## src/rtl/rtc_pkg.sv

```systemverilog
package rtc_pkg;
  localparam int ADDR_W = 24;
  localparam int WORD_W = 32;

  typedef logic [ADDR_W-1:0] addr_t;

  localparam addr_t A_COUNT    = 24'h200000;
  localparam addr_t A_SRAM     = 24'h200001;
  localparam int    SRAM_WORDS = 16;
  localparam addr_t A_SNAP     = 24'h204000;
  localparam addr_t A_ON_TMR   = 24'h210000;
  localparam addr_t A_OFF_TMR  = 24'h210001;
  localparam addr_t A_TEST     = 24'h210004;
  localparam int    TEST_WORDS = 4;
  localparam addr_t A_CTRL_RO  = 24'h21000C;
  localparam addr_t A_CTRL_RW  = 24'h21000D;

  typedef enum logic [3:0] {
    K_NONE, K_COUNT, K_SRAM, K_SNAP, K_ON, K_OFF, K_TEST, K_CTRL_RO, K_CTRL_RW
  } kind_e;

  function automatic kind_e decode(addr_t a);
    if (a == A_COUNT) return K_COUNT;
    if (32'(a) >= 32'(A_SRAM) && 32'(a) < 32'(A_SRAM) + SRAM_WORDS) return K_SRAM;
    if (a == A_SNAP) return K_SNAP;
    if (a == A_ON_TMR) return K_ON;
    if (a == A_OFF_TMR) return K_OFF;
    if (32'(a) >= 32'(A_TEST) && 32'(a) < 32'(A_TEST) + TEST_WORDS) return K_TEST;
    if (a == A_CTRL_RO) return K_CTRL_RO;
    if (a == A_CTRL_RW) return K_CTRL_RW;
    return K_NONE;
  endfunction

  function automatic logic writable(kind_e k);
    return !(k inside {K_NONE, K_TEST, K_CTRL_RO});
  endfunction
endpackage

```

## src/rtl/rtc_serial_slave.sv

```systemverilog
module rtc_serial_slave #(
  parameter int CMD_W  = 32,
  parameter int DATA_W = 32,
  parameter int ADDR_W = 24,
  parameter int SYNC_N = 2
) (
  input  logic              clk_i,
  input  logic              rst_ni,
  input  logic              sck_i,
  input  logic              cs_ni,
  input  logic              mosi_i,
  output logic              miso_o,
  output logic              active_o,
  output logic [ADDR_W-1:0] addr_o,
  output logic              wr_stb_o,
  output logic [DATA_W-1:0] wdata_o,
  input  logic [DATA_W-1:0] rd_data_i
);
  localparam int MAX_W   = (CMD_W > DATA_W) ? CMD_W : DATA_W;
  localparam int CNT_W   = $clog2(MAX_W);
  localparam int ADDR_LO = CMD_W - ADDR_W;

  typedef enum logic [1:0] {PH_CMD, PH_DATA, PH_DONE} phase_e;

  logic [SYNC_N:0]   sck_s;
  logic [SYNC_N-1:0] cs_s, mosi_s;

  always_ff @(posedge clk_i or negedge rst_ni) begin
    if (!rst_ni) begin
      sck_s  <= '0;
      cs_s   <= '1;
      mosi_s <= '0;
    end else begin
      sck_s  <= {sck_s[SYNC_N-1:0], sck_i};
      cs_s   <= {cs_s[SYNC_N-2:0], cs_ni};
      mosi_s <= {mosi_s[SYNC_N-2:0], mosi_i};
    end
  end

  logic sck_rise, sck_fall, bit_in;
  assign sck_rise = sck_s[SYNC_N-1] & ~sck_s[SYNC_N];
  assign sck_fall = ~sck_s[SYNC_N-1] & sck_s[SYNC_N];
  assign bit_in   = mosi_s[SYNC_N-1];
  assign active_o = ~cs_s[SYNC_N-1];

  phase_e            phase_q;
  logic [CNT_W-1:0]  cnt_q;
  logic [DATA_W-2:0] rx_q;
  logic [DATA_W-1:0] tx_q;
  logic              is_wr_q, load_q;

  always_ff @(posedge clk_i or negedge rst_ni) begin
    if (!rst_ni) begin
      phase_q  <= PH_CMD;
      cnt_q    <= '0;
      rx_q     <= '0;
      tx_q     <= '0;
      is_wr_q  <= 1'b0;
      load_q   <= 1'b0;
      addr_o   <= '0;
      wr_stb_o <= 1'b0;
      wdata_o  <= '0;
    end else if (!active_o) begin
      phase_q  <= PH_CMD;
      cnt_q    <= '0;
      tx_q     <= '0;
      load_q   <= 1'b0;
      wr_stb_o <= 1'b0;
    end else begin
      wr_stb_o <= 1'b0;
      if (sck_rise) begin
        rx_q  <= {rx_q[DATA_W-3:0], bit_in};
        cnt_q <= cnt_q + 1'b1;
        case (phase_q)
          PH_CMD: if (cnt_q == CNT_W'(CMD_W-1)) begin
            phase_q <= PH_DATA;
            cnt_q   <= '0;
            is_wr_q <= rx_q[CMD_W-2];
            addr_o  <= {1'b0, rx_q[CMD_W-3:ADDR_LO-1]};
            load_q  <= ~rx_q[CMD_W-2];
          end
          PH_DATA: if (cnt_q == CNT_W'(DATA_W-1)) begin
            phase_q <= PH_DONE;
            if (is_wr_q) begin
              wdata_o  <= {rx_q, bit_in};
              wr_stb_o <= 1'b1;
            end
          end
          default: cnt_q <= cnt_q;
        endcase
      end
      if (sck_fall) begin
        if (load_q) begin
          tx_q   <= rd_data_i;
          load_q <= 1'b0;
        end else begin
          tx_q <= {tx_q[DATA_W-2:0], 1'b0};
        end
      end
    end
  end

  assign miso_o = tx_q[DATA_W-1];
endmodule

```

## src/rtl/rtc_sec_counter.sv

```systemverilog
module rtc_sec_counter #(
  parameter int WIDTH = 32
) (
  input  logic             clk_i,
  input  logic             rst_ni,
  input  logic             tick_i,
  input  logic             load_i,
  input  logic [WIDTH-1:0] load_val_i,
  output logic [WIDTH-1:0] count_o
);
  always_ff @(posedge clk_i or negedge rst_ni) begin
    if (!rst_ni)     count_o <= '0;
    else if (load_i) count_o <= load_val_i;
    else if (tick_i) count_o <= count_o + 1'b1;
  end
endmodule

```

## src/rtl/rtc_regs.sv

```systemverilog
module rtc_regs
  import rtc_pkg::*;
#(
  parameter int          NWORDS      = SRAM_WORDS,
  parameter logic [31:0] TEST_WORD   = 32'h0,
  parameter logic [31:0] CTRL0_VALUE = 32'h0
) (
  input  logic              clk_i,
  input  logic              rst_ni,
  input  logic              tick_i,
  input  addr_t             addr_i,
  input  logic              wr_stb_i,
  input  logic [WORD_W-1:0] wdata_i,
  output logic [WORD_W-1:0] rd_data_o,
  output logic [WORD_W-1:0] count_o,
  output logic [WORD_W-1:0] ctrl_rw_o
);
  localparam int IDX_W = $clog2(NWORDS);

  kind_e             kind;
  logic              wr_ok;
  logic [IDX_W-1:0]  sidx;
  logic [ADDR_W-1:0] soff;

  assign kind  = decode(addr_i);
  assign wr_ok = wr_stb_i & writable(kind);
  assign soff  = addr_i - A_SRAM;
  assign sidx  = soff[IDX_W-1:0];

  rtc_sec_counter #(.WIDTH(WORD_W)) u_cnt (
    .clk_i      (clk_i),
    .rst_ni     (rst_ni),
    .tick_i     (tick_i),
    .load_i     (wr_ok && kind == K_COUNT),
    .load_val_i (wdata_i),
    .count_o    (count_o)
  );

  logic [WORD_W-1:0] sram_q [NWORDS];

  for (genvar g = 0; g < NWORDS; g++) begin : g_sram
    always_ff @(posedge clk_i or negedge rst_ni) begin
      if (!rst_ni) sram_q[g] <= '0;
      else if (wr_ok && kind == K_SRAM && sidx == IDX_W'(g)) sram_q[g] <= wdata_i;
    end
  end

  logic [WORD_W-1:0] snap_q, on_q, off_q;

  always_ff @(posedge clk_i or negedge rst_ni) begin
    if (!rst_ni) begin
      snap_q    <= '0;
      on_q      <= '0;
      off_q     <= '0;
      ctrl_rw_o <= '0;
    end else if (wr_ok) begin
      case (kind)
        K_SNAP:    snap_q    <= wdata_i;
        K_ON:      on_q      <= wdata_i;
        K_OFF:     off_q     <= wdata_i;
        K_CTRL_RW: ctrl_rw_o <= wdata_i;
        default: ;
      endcase
    end
  end

  always_comb begin
    case (kind)
      K_COUNT:   rd_data_o = count_o;
      K_SRAM:    rd_data_o = sram_q[sidx];
      K_SNAP:    rd_data_o = snap_q;
      K_ON:      rd_data_o = on_q;
      K_OFF:     rd_data_o = off_q;
      K_TEST:    rd_data_o = TEST_WORD | WORD_W'(addr_i[1:0]);
      K_CTRL_RO: rd_data_o = CTRL0_VALUE;
      K_CTRL_RW: rd_data_o = ctrl_rw_o;
      default:   rd_data_o = '0;
    endcase
  end
endmodule

```

## src/rtl/serial_rtc.sv

```systemverilog
module serial_rtc
  import rtc_pkg::*;
#(
  parameter logic [31:0] TEST_WORD   = 32'h0,
  parameter logic [31:0] CTRL0_VALUE = 32'h0
) (
  input  logic clk_i,
  input  logic rst_ni,
  input  logic tick_i,
  input  logic sck_i,
  input  logic cs_ni,
  input  logic mosi_i,
  output logic miso_o
);
  logic              sess_active;
  addr_t             acc_addr;
  logic              wr_stb;
  logic [WORD_W-1:0] wr_data, rd_data, sec_count, ctrl_rw;

  rtc_serial_slave #(
    .CMD_W  (32),
    .DATA_W (WORD_W),
    .ADDR_W (ADDR_W)
  ) u_slave (
    .clk_i     (clk_i),
    .rst_ni    (rst_ni),
    .sck_i     (sck_i),
    .cs_ni     (cs_ni),
    .mosi_i    (mosi_i),
    .miso_o    (miso_o),
    .active_o  (sess_active),
    .addr_o    (acc_addr),
    .wr_stb_o  (wr_stb),
    .wdata_o   (wr_data),
    .rd_data_i (rd_data)
  );

  rtc_regs #(
    .NWORDS      (SRAM_WORDS),
    .TEST_WORD   (TEST_WORD),
    .CTRL0_VALUE (CTRL0_VALUE)
  ) u_regs (
    .clk_i     (clk_i),
    .rst_ni    (rst_ni),
    .tick_i    (tick_i),
    .addr_i    (acc_addr),
    .wr_stb_i  (wr_stb),
    .wdata_i   (wr_data),
    .rd_data_o (rd_data),
    .count_o   (sec_count),
    .ctrl_rw_o (ctrl_rw)
  );
endmodule

```

## config.mk

```make
export PLATFORM = sky130hd
export DESIGN_NAME = serial_rtc
export DESIGN_NICKNAME = d
export VERILOG_FILES = /design/src/rtl/rtc_pkg.sv /design/src/rtl/rtc_serial_slave.sv /design/src/rtl/rtc_sec_counter.sv /design/src/rtl/rtc_regs.sv /design/src/rtl/serial_rtc.sv
export SDC_FILE = /design/constraint.sdc
export NUM_CORES = 1
export LEC_CHECK = 0
export ABC_AREA = 1
export BUFFER_PORTS_ARGS = -buffer_cell sky130_fd_sc_hd__buf_2
export CAP_MARGIN = 0
export CELL_PAD_IN_SITES_DETAIL_PLACEMENT = 0
export CELL_PAD_IN_SITES_GLOBAL_PLACEMENT = 1
export CORE_ASPECT_RATIO = 0.7
export CORE_MARGIN = 1.5
export CORE_UTILIZATION = 43
export CTS_CLUSTER_DIAMETER = 30
export DETAILED_ROUTE_END_ITERATION = 8
export HOLD_SLACK_MARGIN = 0.03
export PLACE_DENSITY = 0.76
export SYNTH_ARGS = -nofsm -noshare
export SYNTH_HDL_FRONTEND = slang
export SYNTH_SLANG_ARGS = --single-unit
```

## constraint.sdc

```tcl
create_clock -name clk_i -period 3.4 [get_ports clk_i]
set_input_delay 0.68 -clock clk_i [delete_from_list [all_inputs] [get_ports clk_i]]
set_output_delay 0.68 -clock clk_i [all_outputs]
set_load 0.02 [all_outputs]
```

# After elaboration in Yosys (flattened, before gate mapping)
# Cells that the tools add are included.
# Widths: inputs -> output; s select.
# classes
n_mul,0
bitwise_logic,8
div,0
addsub,3
n_eq_ne,33
n_reduce_logical,38
muxes,86
shifts,0
n_lt_le_gt_ge,5
# ops
cell,n
$mux 32,7
$pmux 32 s7,1
$eq 23x22->1 const B,6
$bmux 32 s4,1
$mux 4,21
$mux 1,47
$ge 23x22->1 const B,2
$lt 23x22->1 const B,2
$eq 4x4->1 const B,9
$add 32x1->32 const B,1
$eq 4x3->1 const B,8
$logic_and 1x1->1,20
$eq 4x2->1 const B,4
$mux 5,3
$reduce_and 2->1,6
$pmux 5 s2,1
$eq 4x1->1 const B,2
$logic_not 4->1,2
$mux 2,4
$reduce_and 4->1,2
$ne 3x1->1 const B,2
$reduce_bool 2->1,3
$reduce_bool 3->1,2
$add 5x1->5 const B,1
11 further kinds,16
# word_totals
latch_bits,0
wordCells,206
mem_bits_rw,0
in_bits,6
n_memories,0
register_bits,807
rom_bits,0

# Logic depth before layout (Yosys ltp)
# Gate-level depths: netlist (run 1).
# depth
depth_word,45
mapped_depth,22
mapped_depth_nobuf,19

# By module
# From an unflattened synthesis (run 1), not the netlist that was laid out.
# hier_totals
cells_unflattened,5459
hier_area_um2,42304.3
# by_module_without_submodules
mod,seq_area_each_um2,area_each_um2,cells_per_inst,n_inst
rtc_regs,16015.4,34725.8,4571,1
rtc_serial_slave,3380.7,5338.9,563,1
rtc_sec_counter,800.8,2239.6,325,1

# Worst setup path after synthesis (run 1)
# No wires, ideal clock.
# synth_path
path_type,register -> register
from,register u_slave.addr_o[0]
to,register u_regs.off_q[10]
synth_period_minus_slack_ns,3.428
path_stages_with_launch,18
required_ns,3.270
setup_slack_ns,-0.028
t_arrival_ns,3.297
n_path_buf,5
path_cell_list,dfrtp_1 -> buf_2 -> inv_2 -> clkbuf_1 -> clkbuf_1 -> clkbuf_1 -> ha_1 -> nand2_1 -> nor2_1 -> nand2_1 -> nand2_1 -> nand2_1 -> nand3b_4 -> nand2_1 -> inv_2 -> nand3_4 -> clkbuf_1 -> o21ai_1
# synth_via
elab_chain_cells,27
elab_cells_between_ends,76
cone_classes,order compare: 4; eq/ne: 9; mux: 56; bitwise: 1; reduce/logical: 6
# synth_rtl
item,line_no,text
start: declaration,rtc_serial_slave.sv:14,"output logic [ADDR_W-1:0] addr_o,"
start signal: assignment,rtc_serial_slave.sv:79,"addr_o <= {1'b0, rx_q[CMD_W-3:ADDR_LO-1]};"
$ge 23x22->1 or $lt 23x22->1 (tied branches),rtc_pkg.sv:24,if (32'(a) >= 32'(A_SRAM) && 32'(a) < 32'(A_SRAM) + SRAM_WORDS) return K_SRAM;
$logic_and 1x1->1,rtc_pkg.sv:24,
$mux 4,rtc_pkg.sv:24,
$mux 4 (2 in a row),rtc_pkg.sv:25,if (a == A_SNAP) return K_SNAP;
$mux 4,rtc_pkg.sv:24,
$mux 4 (2 in a row),rtc_pkg.sv:26,if (a == A_ON_TMR) return K_ON;
$mux 4,rtc_pkg.sv:25,
$mux 4,rtc_pkg.sv:24,
[... 9 more ...],-,
$mux 4,rtc_pkg.sv:26,
$mux 4,rtc_pkg.sv:25,
$mux 4 *,rtc_pkg.sv:24,
$eq 4x3->1 or $logic_not 4->1 (tied branches),rtc_pkg.sv:35,"return !(k inside {K_NONE, K_TEST, K_CTRL_RO});"
$reduce_bool 3->1,rtc_pkg.sv:35,
$logic_not 1->1,rtc_pkg.sv:35,
$and 1x1->1,rtc_regs.sv:26,assign wr_ok = wr_stb_i & writable(kind);
$reduce_and 2->1 (no line) *,-,
end signal: assignment,rtc_regs.sv:60,K_OFF: off_q <= wdata_i;
end: declaration,rtc_regs.sv:48,"logic [WORD_W-1:0] snap_q, on_q, off_q;"
# Mark *: on every way between the ends. The rest lies on a longest branch, timed or not. The select of a mux whose other input is x is not followed.
# A chain may end at the register's enable or synchronous reset.

# Worst setup path in the final report (run 1)
# layout_path
from,register u_slave.addr_o[0]
to,register u_regs.sram_q[274] (netlist bit)
# layout_via
elab_chain_cells,28
elab_cells_between_ends,79
cone_classes,add/sub: 1; order compare: 4; eq/ne: 10; mux: 56; bitwise: 1; reduce/logical: 7
# layout_rtl
item,line_no,text
$ge 23x22->1 or $lt 23x22->1 (tied branches),rtc_pkg.sv:24,
$logic_and 1x1->1,rtc_pkg.sv:24,
$mux 4,rtc_pkg.sv:24,
$mux 4 (2 in a row),rtc_pkg.sv:25,
$mux 4,rtc_pkg.sv:24,
$mux 4 (2 in a row),rtc_pkg.sv:26,
$mux 4,rtc_pkg.sv:25,
$mux 4,rtc_pkg.sv:24,
[... 10 more ...],-,
$mux 4,rtc_pkg.sv:25,
$mux 4,rtc_pkg.sv:24,
$eq 4x3->1 or $logic_not 4->1 (tied branches),rtc_pkg.sv:35,
$reduce_bool 3->1,rtc_pkg.sv:35,
$logic_not 1->1,rtc_pkg.sv:35,
$and 1x1->1,rtc_regs.sv:26,
$logic_and 1x1->1,rtc_regs.sv:44,else if (wr_ok && kind == K_SRAM && sidx == IDX_W'(g)) sram_q[g] <= wdata_i;
$logic_and 1x1->1 *,rtc_regs.sv:44,
end signal: indexed assignment,rtc_regs.sv:44,
end: declaration,rtc_regs.sv:39,logic [WORD_W-1:0] sram_q [NWORDS];
# Marks and branches as above.

==> results of run 1 <==
-- metrics by stage --
step,hold WS [ns],cells,instance area (µm²)
2_1_floorplan,0.331,4967,38100
3_3_place_gp,0.335,5936,39900
3_5_place_dp,0.336,5936,39900
4_1_cts,0.348,6202,45200
5_1_grt,0.356,6224,45500
6_report,0.347,6225,45500
-- metal layers --
| metal | share of wire, % | vias to the layer above |
|---|---|---|
| met4 | 2.1 | 2 |
| met5 | 0.0093 | - |
| met1 | 48 | 16500 |
| li1 | - | 15700 |
| met3 | 10 | 200 |
| met2 | 40 | 1530 |
-- area by class of cell --
type | count | area (µm²)
well taps | 1162 | 1450
clock buffers | 194 | 4230
diodes | 1 | 2.50
flip-flops and latches | 807 | 20200
inverters | 185 | 707
fillers | 8354 | 42400
repair buffers | 166 | 1820
multi-input cells | 3642 | 16000
clock inverters | 68 | 1030
-- power by group --
| part | leakage [nW] | switching (mW) | internal [mW] | total [mW] |
|---|---|---|---|---|
| registers | 11.2 | 0.199 | 9.76 | 9.96 |
| clock network | 2.58 | 5.06 | 10.6 | 15.6 |
| logic | 9.41 | 0.417 | 0.166 | 0.583 |
-- logic make-up after synthesis --
kind of cell / share of synthesized area, %
AOI/OAI and AO/OA: 9.19
DFF: 53.1
and+or+nand+nor: 31.1
buffers and inverters: 5.61
adders and majority gates: 0.263
xor gates and xnor gates: 0.759
-- state kept, by name, summed over array words and instances (netlist names) --
| signal | cells |
|---|---|
| u_regs.sram_q | 512 |
| u_regs.ctrl_rw_o | 32 |
| u_regs.off_q | 32 |
| u_regs.on_q | 32 |
| u_regs.snap_q | 32 |
| u_regs.u_cnt.count_o | 32 |
| u_slave.tx_q | 32 |
| u_slave.wdata_o | 32 |
| u_slave.rx_q | 31 |
| u_slave.addr_o | 23 |
| u_slave.cnt_q | 5 |
| u_slave.sck_s | 3 |
| u_slave.cs_s | 2 |
| u_slave.mosi_s | 2 |
| u_slave.phase_q | 2 |
| u_slave.is_wr_q | 1 |
| u_slave.load_q | 1 |
| u_slave.wr_stb_o | 1 |
-- worst paths after layout --
kind / from / endpoint / slack (ns) / cells past startpoint
max: u_slave.addr_o[0] / u_regs.sram_q[274] / 0.02 / 15
min: u_slave.mosi_s[0] / u_slave.mosi_s[1] / 0.35 / 0
max reg2reg: u_slave.addr_o[0] / u_regs.sram_q[274] / 0.02 / 15
min reg2reg: u_slave.mosi_s[0] / u_slave.mosi_s[1] / 0.35 / 0
max in group asynchronous: rst_ni / u_regs.sram_q[440] / 1.87 / 4
min in group asynchronous: rst_ni / u_regs.sram_q[459] / 0.47 / 2
-- placed cells by master (no fill, tap or decap), types with 7 or more instances in the layout --
cell	synthesis	routed
o21ai_0	224	224
a32oi_1	35	35
buf_12	0	45
nor2_2	22	15
inv_1	167	166
nand2_2	2	17
nand2_1	2541	2526
a21oi_1	180	180
nor2_1	162	153
nand4_1	78	78
nor3_1	10	10
clkinvlp_4	0	9
clkbuf_8	0	23
clkinv_2	0	25
nand3_1	156	156
clkbuf_16	0	154
nor2_4	3	30
a22o_1	21	21
xor2_1	27	27
dfrtp_1	805	804
o21ai_1	34	33
a22oi_1	47	47
a32o_1	12	12
inv_2	15	14
o22ai_1	20	20
clkbuf_1	209	17
o21bai_1	7	7
o21a_1	13	13
bufinv_16	0	25
buf_4	0	110
-- what timing repair did --
| item | 4_1_cts | 5_1_grt |
|---|---|---|
| setup endpoints to repair | 0 | 384 |
| resized for setup | 0 | 18 |
| endpoints found under the hold margin | 33 | 0 |
| hold buffers | 4 | 0 |
| setup buffers | 0 | 11 |
==> results.txt, run 1 <==
* CTS H-tree lvls: 4
- Sort of element at the start of the critical path: flip-flop
* Cell with the biggest individual delay on the critical path: nor2_2
* Required time worst endpoint: between 4 and 5 ns
- For this design the static power due to leakage is 23.2 nW.
* Ratio of cells with drive above 1 in the final layout: about a tenth
- The number of different library cells used by synthesis comes to 40.
* Category of the most critical setup path: flip-flop to flip-flop
- Clock sinks: ~810
- Detail Route Antenna Nets: 0
- Global routing used between 40% and 50% of the available met1 tracks.
- Run status: complete, no violations
- After layout, the worst setup slack is approximately 0.015 ns.
- Post-Syn Nets: roughly 5000
- Dividing the synthesized area by the synthesized cell count gives 7.66 µm².
- Number of ports placed on the die boundary: 7
- Total congestion overflow: 0
- Clock skew on the completed layout was measured at between 0.03 and 0.04 ns.
* Family of cells with the greatest summed delay on the critical path: simple AND/OR/NAND/NOR gates
- Pin count of the biggest net entering global routing: between 150 and 200
- # Max-Cap Violations: 0
- Cell types with the highest counts after synthesis: nand2_1, dfrtp_1, o21ai_0
- By area the synthesized netlist is led by dfrtp_1, nand2_1, o21ai_0.
* Die Y-Extent: roughly 250 µm
- The largest single stage delay on the critical path is roughly 1.1 ns.
- The die is between 300 and 400 µm wide.
- Dividing the final minimum period by the clock period gives 99.5%.
- Highest-utilization routing layer at the global route stage: met1
- Measured against its own limit, the worst slew margin works out to between 10% and 20%.
- Worst Path Arrival: roughly 4.1 ns
- IR Drop Worst-Case VDD: around 0.00048 V
- Crit Path Max Fanout: 16
- The first detailed-routing pass ran for 5 iterations.
- Setup TNS after final layout: 0 ns
- Number of nets in the finished design: slightly below 5000
- Clock-pin slew was measured on the worst setup and hold paths at around 0.050 ns.
- For this run, the number of Yosys warnings is 0.
* Worst Path Buf+Inv: 3
* Drt first-iter violations: 3932
- Area of the mapped netlist: 0.0381 mm²
- Global routing used a little under a third of the available tracks across all layers.
- Count of buffers inserted at the top-level ports: 6
- For this configuration, the core starts out at a cell density of 43.3%.
- Average wire length per cell after detail routing: roughly 22 µm
* Top flip-flop cell by instance count after synthesis: dfrtp_1
- Number of failing hold endpoints at the final stage: 0
* DR DRC count: 0
- The number of antenna violations at the first check in global routing was 2.
- Synthesis inferred between 800 and 900 register bits.
- Synthesis handed over a netlist of 4967 instances.
- Routability-driven placement finished with a final weighted congestion of ~0.9.
* Post-detailed-placement half-perimeter wirelength: just over 80000 µm
* Power density normalized to cell area: 576 mW/mm²
- Post-layout minimum cycle time: between 3 and 4 ns
- Timing would allow up to 0.295 GHz.
* GR met2 Demand/Resource: between 40 and 50%
- Relative to the synthesized area, the layout overhead comes to 19.5%.
- The clock reaches the later pin of the worst-skew pair after 0.75 ns.
- Vias per cell: around 5.5
- Counting flops with a built-in enable in the synthesized netlist gives 0.
- Number of setup violations in the final report: 0
- Register area share after synthesis: between 50% and 60%
* Vias in the first global route: roughly 32000
- The total area inside the core boundary comes to 0.0879 mm².
- Via Count: 34000
* Setup slack after placement: 0.0880 ns
* Kind of path behind the tightest hold check: flip-flop to flip-flop
- TritonCTS built the clock tree.
* Clock buffers created by TritonCTS: between 100 and 150
- Number of core rows: 91
- The worst setup path is captured at a flip-flop.
- By instance count, the leading cell after synthesis is nand2_1.
- Total power draw: about 26 mW
- Setup repair after global routing could not meet its margin everywhere.
- Once layout is complete, the utilization of the core stands at around half.
* Share of flip-flops with an asynchronous set or reset: 100%
- The number of slew-limit violations in the final report was 0.
- Actual transition at the worst max-transition pin: between 1 and 1.5 ns
* Top cell type by total area after synthesis: dfrtp_1
- Yosys top cell area share: a little over half
* First-pass GRT wire length: approximately 210000 µm
- For this block, the routed nets add up to approximately 140000 µm of wire.
- Number of buffers on the longest clock path: 3
* Die outline area: about 0.090 mm²
* Worst-path cell chain: inv_8 -> ha_4 -> nand3_1 -> nor2_1 -> nand3_1 -> nand2_2 -> nand2_2 -> nand2_1 -> buf_4 -> nor2_4 -> buf_12 -> nand4_4 -> nor2_2 -> nand2_1 -> nand2_1
- CTS root buf: clkbuf_16
- Fraction of met3 tracks used by global routing: 5.97%
* Most common cell on crit path: nand2_1
Power figures use the tool's default switching activity.
==> inputs of run 2 (changes only) <==
--- a/config.mk
+++ b/config.mk
@@ -15,6 +15,7 @@
 export CORE_UTILIZATION = 43
 export CTS_CLUSTER_DIAMETER = 30
 export DETAILED_ROUTE_END_ITERATION = 8
+export GPL_TIMING_DRIVEN = 0
 export HOLD_SLACK_MARGIN = 0.03
 export PLACE_DENSITY = 0.76
 export SYNTH_ARGS = -nofsm -noshare
==> results.txt, run 2 (synthesized netlist as in run 1, its figures left out) <==
* Required time worst endpoint: around 4.1 ns
* Combinational power share: under 10%
- Leaving out filler cells and counting taps, the final layout contains about 6500.
* Count of buffers inserted at the top-level ports: 5
* Number of setup violations in the final report: 4
- Seq pwr share: between 30% and 40%
- RePlAce Congestion: about 1
* CTS tree: built
- Drt first-iter violations: 5505
- Proportion of power drawn by the clock network: around 60%
* Vias in the first global route: around 34000
* Detail Route Antenna Nets: 0
- The internal power of the cells totals just over 20 mW.
- For this run, design rule violations remaining after detail routing come to 0.
* # Max-Cap Violations: 0
- Number of core rows: a little over 90
- At the pin with the least slew margin, the transition time is 1.39 ns.
* Number of nets in the finished design: roughly 5200
- In the layout the commonest cells are nand2_1, dfrtp_1, o21ai_0, a21oi_1, clkbuf_16.
* Initial standard-cell utilization of the core: around 43%
- Maximum clock rate: 0.290 GHz
- Of the total power, the share spent switching nets is between 20% and 30%.
* Failing checks: setup timing
- Hold path cells: 0
- In the final layout, the multi-input gates occupy roughly 0.016 mm².
* Setup repair after global routing missed its margin: yes
* Switching power total: 6.06 mW
- Worst Path Arrival: slightly above 4 ns
* Number of buffers on the longest clock path: 3
- Of the available clock period, the critical path in the final layout requires 101%.
- Power spread over the standard cell area amounts to about 570 mW/mm².
- TritonCTS created 159 clock buffers.
- By startpoint and endpoint, the worst setup path is classified as flip-flop to flip-flop.
- Synth-to-Final Area Change: 24.4%
- Reg2reg start: u_slave.addr_o[0]
* Leakage power figure: roughly 24 nW
- Crit Path Max Fanout: 10
- Total wire length: between 150000 and 200000 µm
- Cells on worst reg2reg path: 13
- Including well taps, the total number of placed cells is about 6100.
* Sort of element at the start of the critical path: flip-flop
- Kind of path behind the tightest hold check: flip-flop to flip-flop
- Core Region: between 0.08 and 0.09 mm²
* Reg2Reg Capture Point: u_slave.tx_q[6]
* Number of failing hold endpoints at the final stage: 0
- For this run the aggregate overflow at the end of global routing stands at 0.
- Start point of the worst hold path: u_slave.sck_s[0]
* Clock-pin slew on the worst setup and hold paths: roughly 0.050 ns
- The worst setup path is captured at a flip-flop.
- Leaving out fill and tap cells, the most frequent cell in the layout is nand2_1.
- The number of slew-limit violations in the final report came to 0.
* Number of ports placed on the die boundary: 7
- IR Drop Worst-Case VDD: 0.000534 V
- Fill cells in the final layout number 8453.
- Number of iterations in the first detailed-routing pass: 6
- Clock tree synthesis selected as its root buffer the cell clkbuf_16.
- The register with the most flip-flops in the final layout is u_regs.sram_q.
- Setup slack after placement: -3.33 ns
- The die is 252 µm tall.
- For the finished layout, the period the worst path requires is between 3 and 4 ns.
* Clock skew: around 0.029 ns
- The first global-routing pass estimated between 200000 and 250000 µm of wire.
- The register with the most flip-flops in the layout has around 510 of them.
- After detailed routing, the average wire length per cell comes to approximately 26 µm.
- For hold timing, the worst endpoint is u_slave.sck_s[1].
- For flop-to-flop paths, the worst setup slack is -0.05 ns.
- Once detailed placement completed, the half-perimeter wirelength came to roughly 120000 µm.
* Register cell area after layout: 0.0202 mm²
- Via Count: around 37000
- Vias per cell: 5.69
- Core occupancy in the finished layout: about 54%
- Across every metal layer, demand over resource in global routing totals approximately 38%.
- Run status: finished with violations
- CTS built an H-tree with a depth of 4.
- After routing, the total negative slack on setup checks comes to -0.123 ns.
* Pin count of the biggest net entering global routing: about 120
- The floorplan step defined a die boundary enclosing 0.0903 mm².
- Number of antenna violations at the first check in global routing: 9
- Clock latency of the later-clocked register in the worst-skew pair: between 0.7 and 0.8 ns
- Clock sinks: 807
- In this run the tightest slew margin relative to its limit is approximately 7.5%.
- Worst-case setup margin in the final layout: -0.0509 ns
- Measured along the x axis, the die boundary spans between 300 and 400 µm.
- Cells with a size suffix above 1 make up 13.0% of the layout.
run 2: power groups by stage:
| stage | Clock (mW) | Sequential, mW | Combinational (mW) |
|---|---|---|---|
| finish | 16.3 | 9.93 | 0.591 |
| global placement | 0 | 10.1 | 0.545 |
| global route | 16.8 | 9.94 | 0.682 |
| CTS | 16.3 | 9.92 | 0.596 |
| detailed placement | 0 | 10.1 | 0.583 |
| floorplan | 0 | 10.0 | 0.271 |
run 2: worst max-delay path by stage:
| stage | startpoint | to | slack (ns) |
|---|---|---|---|
| after detailed placement | u_slave.addr_o[0] | u_slave.tx_q[8] | -3.33 |
| final | u_slave.addr_o[0] | u_slave.tx_q[6] | -0.05 |
| after floorplan | u_slave.addr_o[0] | u_regs.off_q[10] | 0.09 |
| after global routing | u_slave.addr_o[0] | u_slave.tx_q[10] | -0.05 |
| after CTS | u_slave.addr_o[0] | u_slave.tx_q[3] | 0.004 |
| after global placement | rst_ni | u_slave.rx_q[24] | -16.62 |
run 2: critical path, stage by stage (launching register included):
cell and delay (ns):
dfrtp_1 0.42, buf_8 0.18, inv_8 0.09, buf_8 0.12, clkbuf_2 0.53, buf_2 0.62
a21oi_1 0.16, a22oi_2 0.44, o22ai_2 0.13, nor2_2 0.24, nand2_1 0.17, nand4_1 0.15
nand2_1 0.06, nand2_1 0.05
run 2: layout make-up:
class / instances / share of cell area (%)
diodes: 2 / 0.0106
flip-flops and latches: 807 / 42.6
plain buffers: 341 / 4.95
multi-input cells: 3631 / 34.2
inverters: 185 / 1.55
repair buffers: 73 / 1.94
clock inverters: 80 / 2.18
clock buffers: 209 / 9.46
well taps: 1162 / 3.07
run 2: metrics by stage:
step	instance area (µm²)	power, mW	hold slack (ns)
2_1_floorplan	38100	10.3	0.331
3_3_place_gp	39500	10.6	0.332
3_5_place_dp	39800	10.7	0.337
4_1_cts	47200	26.8	0.343
5_1_grt	47400	27.4	0.351
6_report	47400	26.8	0.347
run 2: what timing repair did:
item                       4_1_cts  5_1_grt
pin swaps                       25       17
setup endpoints to repair      705      676
gates cloned                     2        0
resized for setup              444       86
hold endpoints to repair        26        0
buffers inserted                47        7
hold buffers                     4        0
run 2: metal layers:
metal	up-vias	global-route usage [%]	wire (µm)
met1	18000	56.4	74700
met2	2187	47.7	63600
met5	-	0	137
met4	18	14.5	5990
met3	401	15.7	24300
li1	16300	-	-
